$ cat src/rtl/ami_enc_pkg.sv
package ami_enc_pkg;

  // Default cell lengths in system clock ticks (3.584 MHz clock).
  localparam int DEF_TICKS_FAST = 56;   // 64 kbps line rate
  localparam int DEF_TICKS_SLOW = 64;   // 56 kbps line rate

  typedef enum logic {
    RATE_64K = 1'b0,
    RATE_56K = 1'b1
  } rate_e;

  // Leg index used by the output stage.
  typedef enum int {
    LEG_POS = 0,
    LEG_NEG = 1
  } leg_e;

endpackage

$ cat src/rtl/ami_rst_sync.sv
module ami_rst_sync (
  input  logic clk,
  input  logic rst_n,
  output logic rst_sync_n
);

  logic [1:0] stage_q;

  always_ff @(posedge clk or negedge rst_n) begin
    if (!rst_n) begin
      stage_q <= 2'b00;
    end else begin
      stage_q <= {stage_q[0], 1'b1};
    end
  end

  assign rst_sync_n = stage_q[1];

endmodule

$ cat src/rtl/ami_cell_timer.sv
module ami_cell_timer
  import ami_enc_pkg::*;
#(
  parameter int TICKS_FAST = DEF_TICKS_FAST,
  parameter int TICKS_SLOW = DEF_TICKS_SLOW,
  parameter int CNT_W      = $clog2(TICKS_SLOW)
) (
  input  logic             clk,
  input  logic             rst_n,
  input  logic             bit_en,
  input  logic             rate_sel,
  input  logic             data_in,
  output logic [CNT_W-1:0] tick,
  output logic [CNT_W-1:0] quarter,
  output logic             active,
  output logic             bit_q
);

  localparam logic [CNT_W-1:0] LAST_FAST = CNT_W'(TICKS_FAST - 1);
  localparam logic [CNT_W-1:0] LAST_SLOW = CNT_W'(TICKS_SLOW - 1);
  localparam logic [CNT_W-1:0] QTR_FAST  = CNT_W'(TICKS_FAST / 4);
  localparam logic [CNT_W-1:0] QTR_SLOW  = CNT_W'(TICKS_SLOW / 4);
  localparam logic [CNT_W-1:0] ONE       = CNT_W'(1);

  logic [CNT_W-1:0] tick_q, tick_d;
  logic             active_q, active_d;
  rate_e            rate_q, rate_d;
  logic             bit_d, bit_r;
  logic [CNT_W-1:0] last_tick;

  assign last_tick = (rate_q == RATE_56K) ? LAST_SLOW : LAST_FAST;

  always_comb begin
    tick_d   = tick_q;
    active_d = active_q;
    rate_d   = rate_q;
    bit_d    = bit_r;
    if (bit_en) begin
      tick_d   = '0;
      active_d = 1'b1;
      rate_d   = rate_e'(rate_sel);
      bit_d    = data_in;
    end else if (active_q) begin
      if (tick_q == last_tick) begin
        active_d = 1'b0;
      end else begin
        tick_d = tick_q + ONE;
      end
    end
  end

  always_ff @(posedge clk or negedge rst_n) begin
    if (!rst_n) begin
      tick_q   <= '0;
      active_q <= 1'b0;
      rate_q   <= RATE_64K;
      bit_r    <= 1'b0;
    end else begin
      tick_q   <= tick_d;
      active_q <= active_d;
      rate_q   <= rate_d;
      bit_r    <= bit_d;
    end
  end

  assign tick    = tick_q;
  assign active  = active_q;
  assign bit_q   = bit_r;
  assign quarter = (rate_q == RATE_56K) ? QTR_SLOW : QTR_FAST;

endmodule

$ cat src/rtl/ami_pulse_gen.sv
module ami_pulse_gen #(
  parameter int CNT_W = 6
) (
  input  logic             active,
  input  logic             bit_q,
  input  logic             bit_en,
  input  logic [CNT_W-1:0] tick,
  input  logic [CNT_W-1:0] quarter,
  output logic             pulse_on,
  output logic             pulse_next
);

  logic [CNT_W-1:0] half;
  logic [CNT_W-1:0] three_q;
  logic             first_win;
  logic             second_win;
  logic             mid_edge;

  always_comb begin
    half       = quarter << 1;
    three_q    = half + quarter;
    first_win  = tick < quarter;
    second_win = !bit_q && (tick >= half) && (tick < three_q);
    pulse_on   = active && (first_win || second_win);
    // The second pulse of a zero begins on the next tick.
    mid_edge   = active && !bit_q && (tick == (half - CNT_W'(1)));
    pulse_next = bit_en || mid_edge;
  end

endmodule

$ cat src/rtl/ami_polarity_drv.sv
module ami_polarity_drv
  import ami_enc_pkg::*;
(
  input  logic clk,
  input  logic rst_n,
  input  logic pulse_next,
  input  logic pulse_on,
  output logic line_pos,
  output logic line_neg
);

  // pol_q holds the polarity of the most recent pulse (1 = positive).
  logic       pol_q, pol_d;
  logic [1:0] leg;

  always_comb begin
    pol_d = pol_q;
    if (pulse_next) begin
      pol_d = !pol_q;
    end
  end

  always_ff @(posedge clk or negedge rst_n) begin
    if (!rst_n) begin
      pol_q <= 1'b0;
    end else begin
      pol_q <= pol_d;
    end
  end

  for (genvar i = 0; i < 2; i++) begin : g_leg
    assign leg[i] = pulse_on && (pol_q == (i == int'(LEG_POS)));
  end

  assign line_pos = leg[LEG_POS];
  assign line_neg = leg[LEG_NEG];

endmodule

$ cat src/rtl/ami_rate_encoder.sv
module ami_rate_encoder
  import ami_enc_pkg::*;
#(
  parameter int TICKS_FAST = DEF_TICKS_FAST,
  parameter int TICKS_SLOW = DEF_TICKS_SLOW
) (
  input  logic clk,
  input  logic rst_n,
  input  logic rate_sel,
  input  logic bit_en,
  input  logic data_in,
  output logic line_pos,
  output logic line_neg
);

  localparam int CNT_W = $clog2(TICKS_SLOW);

  logic             rst_sync_n;
  logic [CNT_W-1:0] tick;
  logic [CNT_W-1:0] quarter;
  logic             active;
  logic             bit_q;
  logic             pulse_on;
  logic             pulse_next;
  logic             en_gated;

  ami_rst_sync u_rst (
    .clk        (clk),
    .rst_n      (rst_n),
    .rst_sync_n (rst_sync_n)
  );

  assign en_gated = bit_en && rst_sync_n;

  ami_cell_timer #(
    .TICKS_FAST (TICKS_FAST),
    .TICKS_SLOW (TICKS_SLOW),
    .CNT_W      (CNT_W)
  ) u_timer (
    .clk      (clk),
    .rst_n    (rst_sync_n),
    .bit_en   (en_gated),
    .rate_sel (rate_sel),
    .data_in  (data_in),
    .tick     (tick),
    .quarter  (quarter),
    .active   (active),
    .bit_q    (bit_q)
  );

  ami_pulse_gen #(
    .CNT_W (CNT_W)
  ) u_pulse (
    .active     (active),
    .bit_q      (bit_q),
    .bit_en     (en_gated),
    .tick       (tick),
    .quarter    (quarter),
    .pulse_on   (pulse_on),
    .pulse_next (pulse_next)
  );

  ami_polarity_drv u_pol (
    .clk        (clk),
    .rst_n      (rst_sync_n),
    .pulse_next (pulse_next),
    .pulse_on   (pulse_on),
    .line_pos   (line_pos),
    .line_neg   (line_neg)
  );

endmodule

$ cat config.mk
export PLATFORM = sky130hd
export DESIGN_NAME = ami_rate_encoder
export DESIGN_NICKNAME = d
export VERILOG_FILES = /design/src/rtl/ami_enc_pkg.sv /design/src/rtl/ami_rst_sync.sv /design/src/rtl/ami_cell_timer.sv /design/src/rtl/ami_pulse_gen.sv /design/src/rtl/ami_polarity_drv.sv /design/src/rtl/ami_rate_encoder.sv
export SDC_FILE = /design/constraint.sdc
export NUM_CORES = 1
export LEC_CHECK = 0
export BUFFER_PORTS_ARGS = -buffer_cell sky130_fd_sc_hd__buf_2
export CORE_MARGIN = 2
export CORE_UTILIZATION = 50
export CTS_CLUSTER_DIAMETER = 80
export DETAILED_ROUTE_END_ITERATION = 7
export PLACE_DENSITY = 0.72
export SLEW_MARGIN = 20
export SYNTH_ARGS = -nofsm -noshare
export SYNTH_HDL_FRONTEND = slang
export SYNTH_SLANG_ARGS = --single-unit
$ cat constraint.sdc
create_clock -name clk -period 1.4 [get_ports clk]
set_input_delay 0.14 -clock clk [delete_from_list [all_inputs] [get_ports clk]]
set_output_delay 0.14 -clock clk [all_outputs]
set_load 0.01 [all_outputs]
==> impl_metrics.py <==
metrics = {
    "worst_hold_path": {
        "hold_end": "u_timer.bit_q",
        "min_path_type": "in -> reg",
        "hold_start": "data_in",
        "whs_path_depth": 3,
    },
    "logic_synthesis": {
        "synth_warnings": 0,
        "syn_nets": 89,
        "avgSynthCellArea_um2": 9.73,
        "netlist_area_um2": 749,
        "ys_seq_area_share_pct": 40.1,
        "synthDistinctLibCells": 32,
        "ys_ff_latch": 12,
        "syn_inst": 77,
    },
    "die": {
        "pin_count": 7,
        "die_height_um": 42.7,
        "die_area_mm2": 0.00182,
        "start_util_pct": 55.5,
        "die_x_um": 42.7,
        "num_rows": 13,
        "core_mm2": 0.00135,
    },
    "setup_path": {
        "slowest_stage": "dfrtp_2",
        "rr_endpoint": "u_timer.tick[1]",
        "path_cells": "buf_4 -> or3_1 -> a21oi_2 -> o21ai_2 -> nor3b_2 -> buf_2",
        "critical_path_arrival_ns": 1.80,
        "r2r_start": "u_timer.rate_q",
        "cp_data_required_time_ns": 1.26,
        "ff2ff_path_depth": 6,
        "crit_type": "reg -> out",
        "cp-end-kind": "output port",
        "critPathMaxStageDelay_ns": 0.47,
        "start_kind": "register",
        "path_max_fanout": 5,
        "rrSetupSlack_ns": -0.32,
    },
    "sta": {
        "setup_ws_ns": -0.538,
        "final-hold-violation-count": 0,
        "post-route-period-util_pct": 138,
        "whs_ns": 0.0566,
        "max_freq_mhz": 516,
        "fin_crit_ns": 1.94,
        "slew_viol_final": 0,
        "fin_tns_setup_ns": -2.29,
        "rsz0062_at_grt": "yes",
        "final.setup_skew_ns": 0.00792,
        "setup_viol_count_final": 9,
    },
    "layout": {
        "area_growth_pct": 44.4,
        "fin_area_mm2": 0.00108,
        "final_cell_mix": "buf_4, nand2_1, dfrtp_1",
        "drive_gt1_share_pct": 47.1,
        "final_common_cell": "buf_4",
        "final_cell_count_no_fill": 117,
        "antennaDiodeCount": 0,
        "fin_util_pct": 80.2,
        "layout.nets": 115,
    },
    "flow_run": {
        "drv_cap": 0,
    },
    "route": {
        "via_per_inst": 5.51,
        "firstDrtPassIters": 4,
        "wl_per_cell_um": 14.5,
        "totalWireLength_mm": 1.70,
        "dr_total_vias": 645,
        "ant_nets": 0,
        "initialDrtViolationCount": 15,
        "drcViolationCount": 0,
    },
    "cts": {
        "clk_pin_slew_ns": 0.08,
        "cts_max_level": 1,
        "cts.path.max_buffers": 2,
        "insertion_delay_ns": 0.28,
        "cts.sinks": 12,
        "cts_tree": "yes",
        "cts_root_buf": "clkbuf_4",
        "cts-buffers-inserted": 3,
    },
    "power_and_ir_drop": {
        "power_density_mw_per_mm2": 1410,
        "power_leakage_uw": 0.000484,
        "irDropWorstVdd_mv": 0.962,
    },
    "status": {
        "violations": "negative setup slack",
        "outcome": "complete, but fails checks",
    },
    "global_route": {
        "use_met3_pct": 5.11,
        "met2_usage_pct": 37.9,
        "grt_max_degree": 12,
        "track_usage_pct": 23.1,
        "grt_pass1_wl_mm": 3.11,
        "grt_pass1_vias": 689,
        "grt_use_met1_pct": 30.0,
        "grt-ovfl-total": 0,
        "busiest_layer": "met2",
        "antenna_found_initial": 0,
    },
    "place": {
        "dp.cells": 110,
        "io_buffers": 6,
        "dp_hpwl_mm": 1.27,
        "placed_area_um2": 965,
        "place.gp.congestion": 0.887,
    },
}
==> cells in the mapped netlist <==
cell type  number  share of area [%]
a211oi_1        1                1.0
a21o_1          1                1.0
a21o_2          1                1.2
a21oi_1         2                1.3
a311oi_1        1                1.2
a32oi_1         1                1.2
a41o_1          1                1.3
a41oi_1         1                1.2
and2_1          1               0.84
and4b_4         1                1.8
buf_2           1               0.67
clkbuf_1        1               0.50
conb_1          1               0.50
dfrtp_1        12                 40
ha_1            7                 12
inv_1           2                1.0
mux2i_1         1                1.3
nand2_1        12                6.0
nand2b_1        2                1.7
nand3_1         1               0.67
nand4b_1        1                1.2
nand4bb_1       1                1.5
nor2_1          8                4.0
nor3_1          2                1.3
nor3_2          1                1.3
nor3b_1         1                1.0
nor4_4          1                2.8
o211a_1         1                1.3
o21ai_1         4                2.7
or3_1           1               0.84
xnor2_1         4                4.7
xor2_1          1                1.2
==> sequential cells by signal (all words and copies together), names as in the netlist <==
| name | cells |
|---|---|
| u_timer.active | 1 |
| u_timer.bit_q | 1 |
| u_timer.tick | 6 |
| u_rst.stage_q | 2 |
| u_timer.rate_q | 1 |
| u_pol.pol_q | 1 |
==> worst max path at each step <==
stage	from	depth (start not counted)	to
finish	u_timer.rate_q	6	line_pos
global route	u_timer.rate_q	7	line_pos
CTS	u_timer.rate_q	7	line_pos
detailed placement	u_timer.rate_q	7	line_pos
global placement	u_timer.rate_q	7	line_neg
floorplan	u_timer.rate_q	5	line_neg
==> worst max-delay path: cells and delay by family (launching register included) <==
family | cells | cell delay, ns
AND/OR/NAND/NOR | 2 | 0.50
flip-flops | 1 | 0.47
buffers and inverters | 2 | 0.30
AO/OA/AOI/OAI | 2 | 0.26
==> area by class of cell <==
class | count | area [µm²]
tap | 15 | 18.8
inverter | 2 | 10.0
clock buffer | 4 | 36.3
multi-input combinational | 61 | 552
timing repair buffer | 23 | 164
sequential | 12 | 302
fill | 91 | 268
==> repair_timing <==
item,CTS,global route
pin swaps,9,6
buffers inserted,2,1
endpoints found under the setup margin,10,10
endpoints found under the hold margin,2,0
resized for setup,8,2
hold buffers,1,0
==> stage by stage <==
stage               worst slack [ns]  total power, µW
CTS                           -0.548             1510
detailed placement            -0.292             1150
global placement              -0.238             1140
floorplan                    -0.0924              907
finish                        -0.538             1530
global route                  -0.660             1640
==> cell families (layout without fill, tap and decap cells) <==
logic type               Yosys count  count (layout)  synth area share (%)
adder cells (fa/ha/maj)            7               7                  11.7
buffers and inverters              4              29                  2.17
AND/OR/NAND/NOR                   33              33                  25.0
multiplexers                       1               1                  1.34
flip-flops                        12              12                  40.1
XOR/XNOR                           5               5                  5.84
AO/OA/AOI/OAI                     14              14                  13.4
other                              1               1                 0.500
==> layer usage <==
metal,share of wire [%],vias to the layer above
li1,-,325
met1,47,306
met2,49,12
met3,3.4,2
met4,0.65,0
met5,0,-
==> report_power, final <==
group / internal (µW) / total, µW / switching, µW / leakage [µW]
Combinational: 413 / 768 / 355 / 0.000317
Clock: 158 / 275 / 117 / 0.0000210
Sequential: 414 / 484 / 70.6 / 0.000146
No activity file was read; power rests on OpenSTA's default activity.
